File: src/rtl/iqd_pkg.sv
`timescale 1ns/1ps
package iqd_pkg;
  typedef struct packed {
    logic twos;
    logic swap;
    logic inv_a;
    logic inv_b;
    logic tx_en;
    logic sync_on_q;
  } iqd_cfg_t;

  localparam int LANES = 2;
  localparam int LANE_I = 0;
  localparam int LANE_Q = 1;
endpackage

File: src/rtl/iqd_fmt.sv
`timescale 1ns/1ps
module iqd_fmt #(
  parameter int DATA_W = 14
) (
  input  logic [DATA_W-1:0] raw,
  input  logic              twos,
  output logic [DATA_W-1:0] conv
);
  localparam logic [DATA_W-1:0] SIGN_MASK = {1'b1, {(DATA_W-1){1'b0}}};

  // offset binary to two's complement: flip the sign bit
  always_comb begin
    if (twos) conv = raw;
    else      conv = raw ^ SIGN_MASK;
  end
endmodule

File: src/rtl/iqd_pair.sv
`timescale 1ns/1ps
module iqd_pair #(
  parameter int DATA_W = 14
) (
  input  logic              clk,
  input  logic              rst,
  input  logic              in_vld,
  input  logic              in_flag,
  input  logic [DATA_W-1:0] in_word,
  input  logic              in_sync,
  input  logic              sync_on_q,
  output logic              pair_vld,
  output logic [DATA_W-1:0] i_raw,
  output logic [DATA_W-1:0] q_raw,
  output logic              pair_sync
);
  logic              have_q;
  logic [DATA_W-1:0] hold_q;
  logic              pend_q;
  logic              psync_q;
  logic              take_i;
  logic              take_q;

  assign take_i = in_vld & in_flag;
  assign take_q = in_vld & ~in_flag & have_q;

  always_ff @(posedge clk) begin
    if (rst) begin
      have_q  <= 1'b0;
      hold_q  <= '0;
      pend_q  <= 1'b0;
      psync_q <= 1'b0;
    end else if (take_i) begin
      hold_q <= in_word;
      have_q <= 1'b1;
      if (sync_on_q) begin
        psync_q <= pend_q;
        pend_q  <= 1'b0;
      end else begin
        psync_q <= in_sync;
      end
    end else if (take_q) begin
      have_q <= 1'b0;
      if (sync_on_q) pend_q <= in_sync;
    end
  end

  assign pair_vld  = take_q;
  assign i_raw     = hold_q;
  assign q_raw     = in_word;
  assign pair_sync = psync_q;

  // the held I word only changes when a new I word is taken
  p_hold_stable_r2: assert property (@(posedge clk) disable iff (rst)
    !(in_vld && in_flag) |=> $stable(hold_q))
    else $error("held I word changed without an I word");

  // a pair closes the held slot
  p_slot_closed_r2: assert property (@(posedge clk) disable iff (rst)
    (pair_vld && !(in_vld && in_flag)) |=> !have_q)
    else $error("slot still open after pair");
endmodule

File: src/rtl/iqd_route.sv
`timescale 1ns/1ps
module iqd_route
  import iqd_pkg::*;
#(
  parameter int DATA_W = 14
) (
  input  logic              clk,
  input  logic              rst,
  input  logic              pair_vld,
  input  logic [DATA_W-1:0] i_raw,
  input  logic [DATA_W-1:0] q_raw,
  input  logic              pair_sync,
  input  iqd_cfg_t          cfg,
  output logic [DATA_W-1:0] out_a,
  output logic [DATA_W-1:0] out_b,
  output logic              out_vld,
  output logic              out_sync
);
  logic [DATA_W-1:0] lane_raw [LANES];
  logic [DATA_W-1:0] lane_fmt [LANES];
  logic [DATA_W-1:0] ch_a;
  logic [DATA_W-1:0] ch_b;
  logic [DATA_W-1:0] nxt_a;
  logic [DATA_W-1:0] nxt_b;

  assign lane_raw[LANE_I] = i_raw;
  assign lane_raw[LANE_Q] = q_raw;

  for (genvar g = 0; g < LANES; g++) begin : g_lane
    iqd_fmt #(.DATA_W(DATA_W)) u_fmt (
      .raw  (lane_raw[g]),
      .twos (cfg.twos),
      .conv (lane_fmt[g])
    );
  end

  always_comb begin
    ch_a = cfg.swap ? lane_fmt[LANE_Q] : lane_fmt[LANE_I];
    ch_b = cfg.swap ? lane_fmt[LANE_I] : lane_fmt[LANE_Q];
    if (cfg.inv_a) ch_a = ~ch_a;
    if (cfg.inv_b) ch_b = ~ch_b;
    nxt_a = cfg.tx_en ? ch_a : '0;
    nxt_b = cfg.tx_en ? ch_b : '0;
  end

  always_ff @(posedge clk) begin
    if (rst) begin
      out_a    <= '0;
      out_b    <= '0;
      out_vld  <= 1'b0;
      out_sync <= 1'b0;
    end else begin
      out_vld  <= pair_vld;
      out_sync <= pair_vld & pair_sync;
      if (pair_vld) begin
        out_a <= nxt_a;
        out_b <= nxt_b;
      end
    end
  end

  // a pair completed with transmit disabled carries zeros
  p_tx_zero_r6: assert property (@(posedge clk) disable iff (rst)
    (pair_vld && !cfg.tx_en) |=> (out_a == '0 && out_b == '0))
    else $error("gated pair not zero");

  // outputs hold between pairs
  p_hold_out_r1: assert property (@(posedge clk) disable iff (rst)
    !out_vld |-> ($stable(out_a) && $stable(out_b)))
    else $error("outputs moved without a pair");
endmodule

File: src/rtl/iq_deinterleave.sv
`timescale 1ns/1ps
module iq_deinterleave
  import iqd_pkg::*;
#(
  parameter int DATA_W = 14
) (
  input  logic              clk,
  input  logic              rst,
  input  logic              in_vld,
  input  logic [DATA_W-1:0] in_word,
  input  logic              in_flag,
  input  logic              in_sync,
  input  logic              cfg_twos,
  input  logic              cfg_swap,
  input  logic              cfg_inv_a,
  input  logic              cfg_inv_b,
  input  logic              cfg_tx_en,
  input  logic              cfg_sync_on_q,
  output logic [DATA_W-1:0] out_a,
  output logic [DATA_W-1:0] out_b,
  output logic              out_vld,
  output logic              out_sync
);
  iqd_cfg_t          cfg;
  logic              pair_vld;
  logic [DATA_W-1:0] i_raw;
  logic [DATA_W-1:0] q_raw;
  logic              pair_sync;

  always_comb begin
    cfg.twos      = cfg_twos;
    cfg.swap      = cfg_swap;
    cfg.inv_a     = cfg_inv_a;
    cfg.inv_b     = cfg_inv_b;
    cfg.tx_en     = cfg_tx_en;
    cfg.sync_on_q = cfg_sync_on_q;
  end

  iqd_pair #(.DATA_W(DATA_W)) u_pair (
    .clk       (clk),
    .rst       (rst),
    .in_vld    (in_vld),
    .in_flag   (in_flag),
    .in_word   (in_word),
    .in_sync   (in_sync),
    .sync_on_q (cfg_sync_on_q),
    .pair_vld  (pair_vld),
    .i_raw     (i_raw),
    .q_raw     (q_raw),
    .pair_sync (pair_sync)
  );

  iqd_route #(.DATA_W(DATA_W)) u_route (
    .clk       (clk),
    .rst       (rst),
    .pair_vld  (pair_vld),
    .i_raw     (i_raw),
    .q_raw     (q_raw),
    .pair_sync (pair_sync),
    .cfg       (cfg),
    .out_a     (out_a),
    .out_b     (out_b),
    .out_vld   (out_vld),
    .out_sync  (out_sync)
  );

  // strobe only after a Q word, and never two in a row
  p_vld_after_q_r1: assert property (@(posedge clk) disable iff (rst)
    out_vld |-> $past(in_vld && !in_flag))
    else $error("strobe without a Q word");

  p_vld_single_r1: assert property (@(posedge clk) disable iff (rst)
    out_vld |=> !out_vld)
    else $error("strobe wider than one cycle");

  // sync travels only with a strobe
  p_sync_with_vld_r7: assert property (@(posedge clk) disable iff (rst)
    out_sync |-> out_vld)
    else $error("sync without strobe");
endmodule

File: config.mk
export PLATFORM = sky130hd
export DESIGN_NAME = iq_deinterleave
export DESIGN_NICKNAME = d
export VERILOG_FILES = /design/src/rtl/iqd_pkg.sv /design/src/rtl/iqd_fmt.sv /design/src/rtl/iqd_pair.sv /design/src/rtl/iqd_route.sv /design/src/rtl/iq_deinterleave.sv
export SDC_FILE = /design/constraint.sdc
export NUM_CORES = 1
export LEC_CHECK = 0
export CAP_MARGIN = 20
export CORE_AREA = 2 2 94 60
export DETAILED_ROUTE_END_ITERATION = 10
export DIE_AREA = 0 0 96 62
export GPL_TIMING_DRIVEN = 0
export HOLD_SLACK_MARGIN = 0.02
export PLACE_DENSITY = 0.72
export SLEW_MARGIN = 0
export SYNTH_ARGS = -nofsm -noshare
export SYNTH_HDL_FRONTEND = slang
export SYNTH_SLANG_ARGS = --single-unit
File: constraint.sdc
create_clock -name clk -period 1.5 [get_ports clk]
set_clock_uncertainty 0.15 [all_clocks]
set_input_delay 0.375 -clock clk [delete_from_list [all_inputs] [get_ports clk]]
set_output_delay 0.375 -clock clk [all_outputs]
set_load 0.01 [all_outputs]
==> PnR_summary.wiki, run 1 <==
{| class="wikitable"
! Metric !! Value
|-
| Outcome || completed
|-
| Reg-to-reg critical path startpoint || u_pair.have_q
|-
| Data arrival, critical path || approximately 0.94 ns
|-
| Switching Power || about 640 uW
|-
| Antenna-violating nets left || 0
|-
| Final min period || 1.46 ns
|-
| Number of antenna violations at the first check in global routing || 0
|-
| Average vias per placed instance || 5.04
|-
| Total of endpoints with negative setup slack in the final report || 0
|-
| Number of core rows || 21
|-
| Share of synthesized cell area in and, or, nand and nor gates || 9.23%
|-
| Setup Crit Path Kind || register to primary output
|-
| Leakage power of the design || ~1.3 nW
|-
| Compound-Gate Fraction of Synth Area || 16.1%
|-
| Dominant combinational cell family by area after synthesis || compound AO/OA/AOI/OAI gates
|-
| Maximum operating frequency || 683 MHz
|-
| MaxCap Viol Count || 0
|-
| Critical path endpoint || out_b[10]
|-
| Final hold viol count || 0
|-
| Overall die width || approximately 96 um
|-
| Growth of design area from synthesis to finish || 34.6%
|-
| Worst path depth || 1
|-
| Net Sw Frac || 24.2%
|-
| Die H || slightly above 60 um
|-
| Share of cells above drive strength 1 || 12.2%
|-
| Clock edge transition at the registers on the reported setup and hold paths || roughly 0.09 ns
|-
| Die Footprint || 0.00595 sq mm
|-
| CP max FO || 2
|-
| DRC violation total after the first TritonRoute iteration || 82
|-
| Worst-case register-to-register setup slack || 0.14 ns
|-
| Fin. max-slew vios || 0
|-
| Critical path capture point type || primary output
|-
| Ant diodes || 0
|-
| Combinational power share || 14.8%
|-
| Buffers & Inverters on Critical Path || 1
|-
| Cell count after synthesis || 207
|-
| Global-route wire length before repair || 7980 um
|-
| Clock network power share || 36.6%
|-
| Placeable core region || 0.00523 sq mm
|-
| Clock latency reported for the late side of the worst-skew pair || 0.30 ns
|-
| Worst hold path cell count || 2
|-
| Total Wirelength || 5050 um
|-
| Cell at the root of the clock tree || clkbuf_8
|-
| Detailed-route via count || 1707
|-
| Count of input and output buffers || 51
|-
| Multiplexer fraction of the synthesized cell area || 13.6%
|-
| Post-Synth XOR/XNOR Area || 12.3%
|-
| Crit-path leading delay family || flip-flops
|-
| Required time of the critical path || 0.97 ns
|-
| Leading cell types in the layout, fill and taps excluded || 45 x dfxtp_1, 30 x xnor2_1, 29 x mux2i_1, 29 x nand2_1
|-
| Final weighted congestion in routability-driven placement || 0.756
|-
| Cell depth of the worst flop-to-flop path || 5
|-
| Slew at the pin closest to its max-slew limit || 0.565 ns
|-
| RSZ-0062 raised after global routing || false
|-
| Worst setup path startpoint || u_route.out_b[10]
|-
| Detailed-router iteration count before antenna repair || 4
|-
| Initial standard-cell utilization of the core || 40.9%
|-
| Vias in the first global route || 1576
|-
| Number of sinks driven by the clock tree || 47
|-
| FF-to-FF End || u_route.out_b[9]
|-
| Nature of the critical path startpoint || register
|-
| Setup slack of the critical path after layout || 0.0368 ns
|-
| Largest net degree at the start of global routing || 15
|-
| Adder-cell share of the synthesized area || 0%
|-
| Part of the total power dissipated in sequential elements || between 40% and 50%
|-
| Wire length per cell || 14.9 um
|-
| IO Pins || 55
|-
| Synthesized netlist net count || 232
|-
| Delay contributed by the slowest stage of the critical path || between 0.3 and 0.4 ns
|-
| Worst max-slew margin expressed relative to the limit || around 62%
|-
| Slowest cell on the critical path || dfxtp_1
|-
| Power Total || 2.66 mW
|-
| Layout net count || 294
|-
| Number of design rule violations left after detail routing || 0
|-
| Cell internal power dissipation || 2.02 mW
|-
| GR Util All Layers || 18.3%
|-
| Synthesized area per cell || 10.3 sq um
|-
| YS warnings || 0
|-
| Fraction of the yosys area taken by sequential cells || between 40% and 50%
|-
| Worst setup slack after placement || -0.646 ns
|-
| Most common library cell in the layout ignoring fill and taps || dfxtp_1
|-
| Count of unique library cells instantiated by Yosys || 21
|-
| Overall overflow remaining after global route || 0
|-
| Share of the clock period used by the worst path after layout || a little over nine tenths
|-
| Number of buffers inserted by hold repair at cts || 0
|-
| FF+latch count, synth || 47
|-
| Syn Std Cell Area || 0.00214 sq mm
|-
| Pwr Density || a little over 900 mW/mm^2
|-
| Buffer levels on the longest clock path || 2
|-
| IR Drop Worst-Case VDD || 0.474 mV
|-
| Hold crit path type || register to register
|-
| Number of buffers added by the clock tree synthesis step || 5
|-
| Clock tree from TritonCTS || done
|-
| Aggregate negative setup slack || 0 ns
|-
| Series of cell instances along the critical path || dlygate4sd2_1
|-
| Detailed Place HPWL || 3460 um
|-
| CTS H-Tree Depth || 2
|}
[per-layer routing]
metal / vias up / part of all wire [%] / global-route usage [%]
met5: - / 0 / 0
met4: 0 / 0.81 / 5.51
met3: 7 / 6.1 / 4.46
met2: 50 / 42 / 26.4
met1: 803 / 51 / 27.1
li1: 847 / - / -
[per-stage QoR]
stage	hold WS [ns]	utilization, %	instance area [sq um]	cells
after global placement	0.306	52.4	2740	327
after CTS	0.324	54.9	2870	339
after global routing	0.343	55.1	2880	339
after detailed placement	0.311	52.4	2740	327
after floorplan	0.281	-	2140	207
final	0.321	55.1	2880	339
[cells in the mapped netlist]
library cell	count	share of area [%]
a211oi_1	1	0.35
a21oi_1	15	3.5
a22o_1	28	11
a32oi_1	1	0.41
and2_1	2	0.58
and3b_1	1	0.41
buf_2	6	1.4
buf_4	1	0.35
buf_6	4	2.1
clkbuf_1	2	0.35
clkbuf_2	3	0.70
dfxtp_1	47	44
mux2i_1	29	14
nand2_1	29	5.1
nand2b_1	1	0.29
nand3b_4	1	0.94
nor2_1	3	0.53
nor2_4	1	0.53
nor3b_4	1	0.88
o211ai_1	1	0.35
xnor2_1	30	12
[flip-flops by register name, summed over array words and instances, names as in the netlist]
signal,count
u_pair.have_q,1
u_route.out_a,14
u_route.out_b,14
u_route.out_vld,1
u_pair.i_raw,14
u_pair.pair_sync,1
u_route.out_sync,1
u_pair.pend_q,1
[kinds of logic (layout without fill, tap and decap cells)]
kind of cell / count (synthesis) / in the layout
flip-flops: 47 / 47
AO/OA/AOI/OAI: 46 / 46
AND/OR/NAND/NOR: 39 / 39
XOR/XNOR: 30 / 30
multiplexers: 29 / 29
buffers and inverters: 16 / 79
[how the worst min path moves through the flow]
stage	slack [ns]	startpoint	end
final	0.32	u_pair.i_raw[6]	u_pair.i_raw[6]
after global routing	0.34	u_pair.i_raw[7]	u_pair.i_raw[7]
after CTS	0.32	u_pair.i_raw[6]	u_pair.i_raw[6]
after detailed placement	0.31	u_pair.i_raw[6]	u_pair.i_raw[6]
after global placement	0.31	u_pair.i_raw[10]	u_pair.i_raw[10]
after floorplan	0.28	u_pair.pair_sync	u_route.out_sync
[power by group through the flow]
stage	sequential, mW	combinational (mW)	clock [mW]
2_1_floorplan	1.32	0.250	0
3_3_place_gp	1.32	0.385	0
3_5_place_dp	1.32	0.390	0
4_1_cts	1.29	0.393	0.984
5_1_grt	1.30	0.427	1.04
6_report	1.29	0.393	0.974
[repair_timing]
| action | in CTS | in global routing |
|---|---|---|
| resized for setup | 40 | 7 |
| endpoints found under the setup margin | 70 | 10 |
| setup buffers | 4 | 0 |
| pin swaps | 2 | 0 |
[layout make-up]
class	count	area, sq um
Multi-Input combinational cell	144	1100
Fill cell	482	2350
Clock inverter	2	35.0
Tap cell	69	86.3
Clock buffer	6	82.6
Buffer	16	120
Timing Repair Buffer	55	518
Sequential cell	47	943
Power figures use the tool's default switching activity.
==> inputs of run 2 (changes only) <==
SETUP_SLACK_MARGIN = 0.05   (was default)
==> PnR_summary.wiki, run 2 (same netlist as run 1, synthesis figures left out) <==
{| class="wikitable"
! Metric !! Value
|-
| Outcome || completed
|-
| Placement-stage cell area || between 0.002 and 0.003 sq mm
|-
| Final core occ || 54.2%
|-
| Hold crit path type || register to register
|-
| Final hold viol count || 0
|-
| Buffers & Inverters on Critical Path || 1
|-
| Overall die width || 96 um
|-
| Worst hold path cell count || 2
|-
| Placeable core region || 0.00523 sq mm
|-
| Fill cell instance count of the final layout || 486
|-
| Area of the multi-input gates || ~0.0011 sq mm
|-
| Die H || 62 um
|-
| Fin. max-slew vios || 0
|-
| Ant diodes || 0
|-
| Buffer levels on the longest clock path || 2
|-
| Final weighted congestion in routability-driven placement || 0.756
|-
| Initial standard-cell utilization of the core || 40.9%
|-
| Hold WS || 0.322 ns
|-
| Nature of the critical path startpoint || register
|-
| Antenna-violating nets left || 0
|-
| Series of cell instances along the critical path || clkdlybuf4s15_1
|-
| Clock edge transition at the registers on the reported setup and hold paths || 0.09 ns
|-
| Worst max-slew margin expressed relative to the limit || 62.8%
|-
| Required time of the critical path || 0.97 ns
|-
| Pwr Density || 938 mW/mm^2
|-
| Die Footprint || between 0.005 and 0.006 sq mm
|-
| Clock tree from TritonCTS || done
|-
| CTS H-Tree Depth || 2
|-
| FF-to-FF End || u_route.out_b[2]
|-
| Cell at the root of the clock tree || clkbuf_8
|-
| Number of buffers inserted by hold repair at cts || 0
|-
| Global-route wire length before repair || 7980 um
|-
| DRC violation total after the first TritonRoute iteration || 93
|-
| Data arrival, critical path || ~0.9 ns
|-
| IO Pins || 55
|-
| Detailed-router iteration count before antenna repair || 4
|-
| Layout net count || roughly 300
|-
| Slew at the pin closest to its max-slew limit || 0.559 ns
|-
| Vias in the first global route || about 1600
|-
| Power Total || 2.66 mW
|-
| Number of core rows || 21
|-
| Total Wirelength || 5020 um
|-
| Number of antenna violations at the first check in global routing || 0
|-
| Reg-to-reg critical path startpoint || u_pair.have_q
|-
| Setup Crit Path Kind || register to primary output
|-
| Maximum operating frequency || 697 MHz
|-
| Wire length per cell || between 10 and 15 um
|-
| Growth of design area from synthesis to finish || 32.5%
|-
| Delay contributed by the slowest stage of the critical path || 0.36 ns
|-
| GR Util All Layers || 18.3%
|-
| Count of input and output buffers || 51
|-
| Most common library cell in the layout ignoring fill and taps || dfxtp_1
|-
| Detailed-route via count || 1705
|-
| Share of the clock period used by the worst path after layout || a little over nine tenths
|-
| Final design area excluding fillers || 0.00284 sq mm
|-
| Number of sinks driven by the clock tree || 47
|-
| Slowest cell on the critical path || dfxtp_1
|-
| Area taken by flip-flops and latches || 943 sq um
|-
| CP max FO || 2
|-
| Total of endpoints with negative setup slack in the final report || 0
|-
| Largest net degree at the start of global routing || 15
|-
| RSZ-0062 raised after global routing || false
|-
| Share of cells above drive strength 1 || 19.2%
|-
| Clock latency reported for the late side of the worst-skew pair || 0.30 ns
|-
| Average vias per placed instance || 5.01
|-
| Final min period || 1.44 ns
|-
| Worst setup path startpoint || u_route.out_b[10]
|-
| Critical path endpoint || out_b[10]
|-
| Detailed Place HPWL || 3460 um
|-
| Overall overflow remaining after global route || 0
|-
| Worst path depth || 1
|-
| Leading cell types in the layout, fill and taps excluded || 45 x dfxtp_1, 30 x xnor2_1, 29 x mux2i_1, 29 x nand2_1, 28 x a22o_1
|-
| Cell depth of the worst flop-to-flop path || 4
|-
| Leakage power of the design || 1.21 nW
|-
| Worst-case register-to-register setup slack || about 0.16 ns
|-
| IR Drop Worst-Case VDD || between 0.4 and 0.5 mV
|-
| Number of buffers added by the clock tree synthesis step || 5
|-
| Crit-path leading delay family || flip-flops
|-
| MaxCap Viol Count || 0
|-
| Number of design rule violations left after detail routing || 0
|-
| Critical path capture point type || primary output
|}
run 2: cell types whose count changed in the layout (fill, tap and decap cells not counted), sizes merged:
cell,change
buf,+4
clkbuf,+15
clkdlybuf4s15,+6
dlygate4sd2,-24
run 2: where the power goes:
group	switching (mW)	internal (mW)	leakage (nW)
Clock	0.433	0.540	0.0612
Combinational	0.191	0.201	0.764
Sequential	0.0193	1.28	0.382
Total	0.643	2.02	1.21
run 2: worst min-delay path by stage:
stage                       end              from
2_1_floorplan  u_route.out_sync  u_pair.pair_sync
3_3_place_gp   u_pair.i_raw[10]  u_pair.i_raw[10]
3_5_place_dp    u_pair.i_raw[6]   u_pair.i_raw[6]
4_1_cts         u_pair.i_raw[6]   u_pair.i_raw[6]
5_1_grt         u_pair.i_raw[7]   u_pair.i_raw[7]
6_report       u_pair.i_raw[13]  u_pair.i_raw[13]
run 2: final cells by class:
class | instances | share of cell area [%]
clock buffers | 6 | 2.91
clock inverters | 2 | 1.24
well taps | 69 | 3.04
multi-input cells | 144 | 38.6
plain buffers | 16 | 4.50
flip-flops and latches | 47 | 33.3
repair buffers | 56 | 16.4
run 2: metrics by stage:
step	worst slack [ns]	setup TNS, ns	std cells
floorplan	0.0579	0	207
global placement	-0.629	-23.66	327
global route	0.0522	0	340
finish	0.0648	0	340
CTS	0.0508	0	339
detailed placement	-0.646	-24.45	327
run 2: routing by layer:
metal  global-route usage (%)  part of all wire, %
met1                     27.1                   51
met2                     26.4                   42
met5                        0                    0
met4                     5.51                 0.76
met3                     4.46                  6.2
run 2: what timing repair did:
action / CTS / global route
gates cloned: 0 / 0
buffers inserted: 4 / 1
setup endpoints to repair: 70 / 56
gates resized for setup: 48 / 46
hold endpoints to repair: 0 / 0
pin swaps: 2 / 1
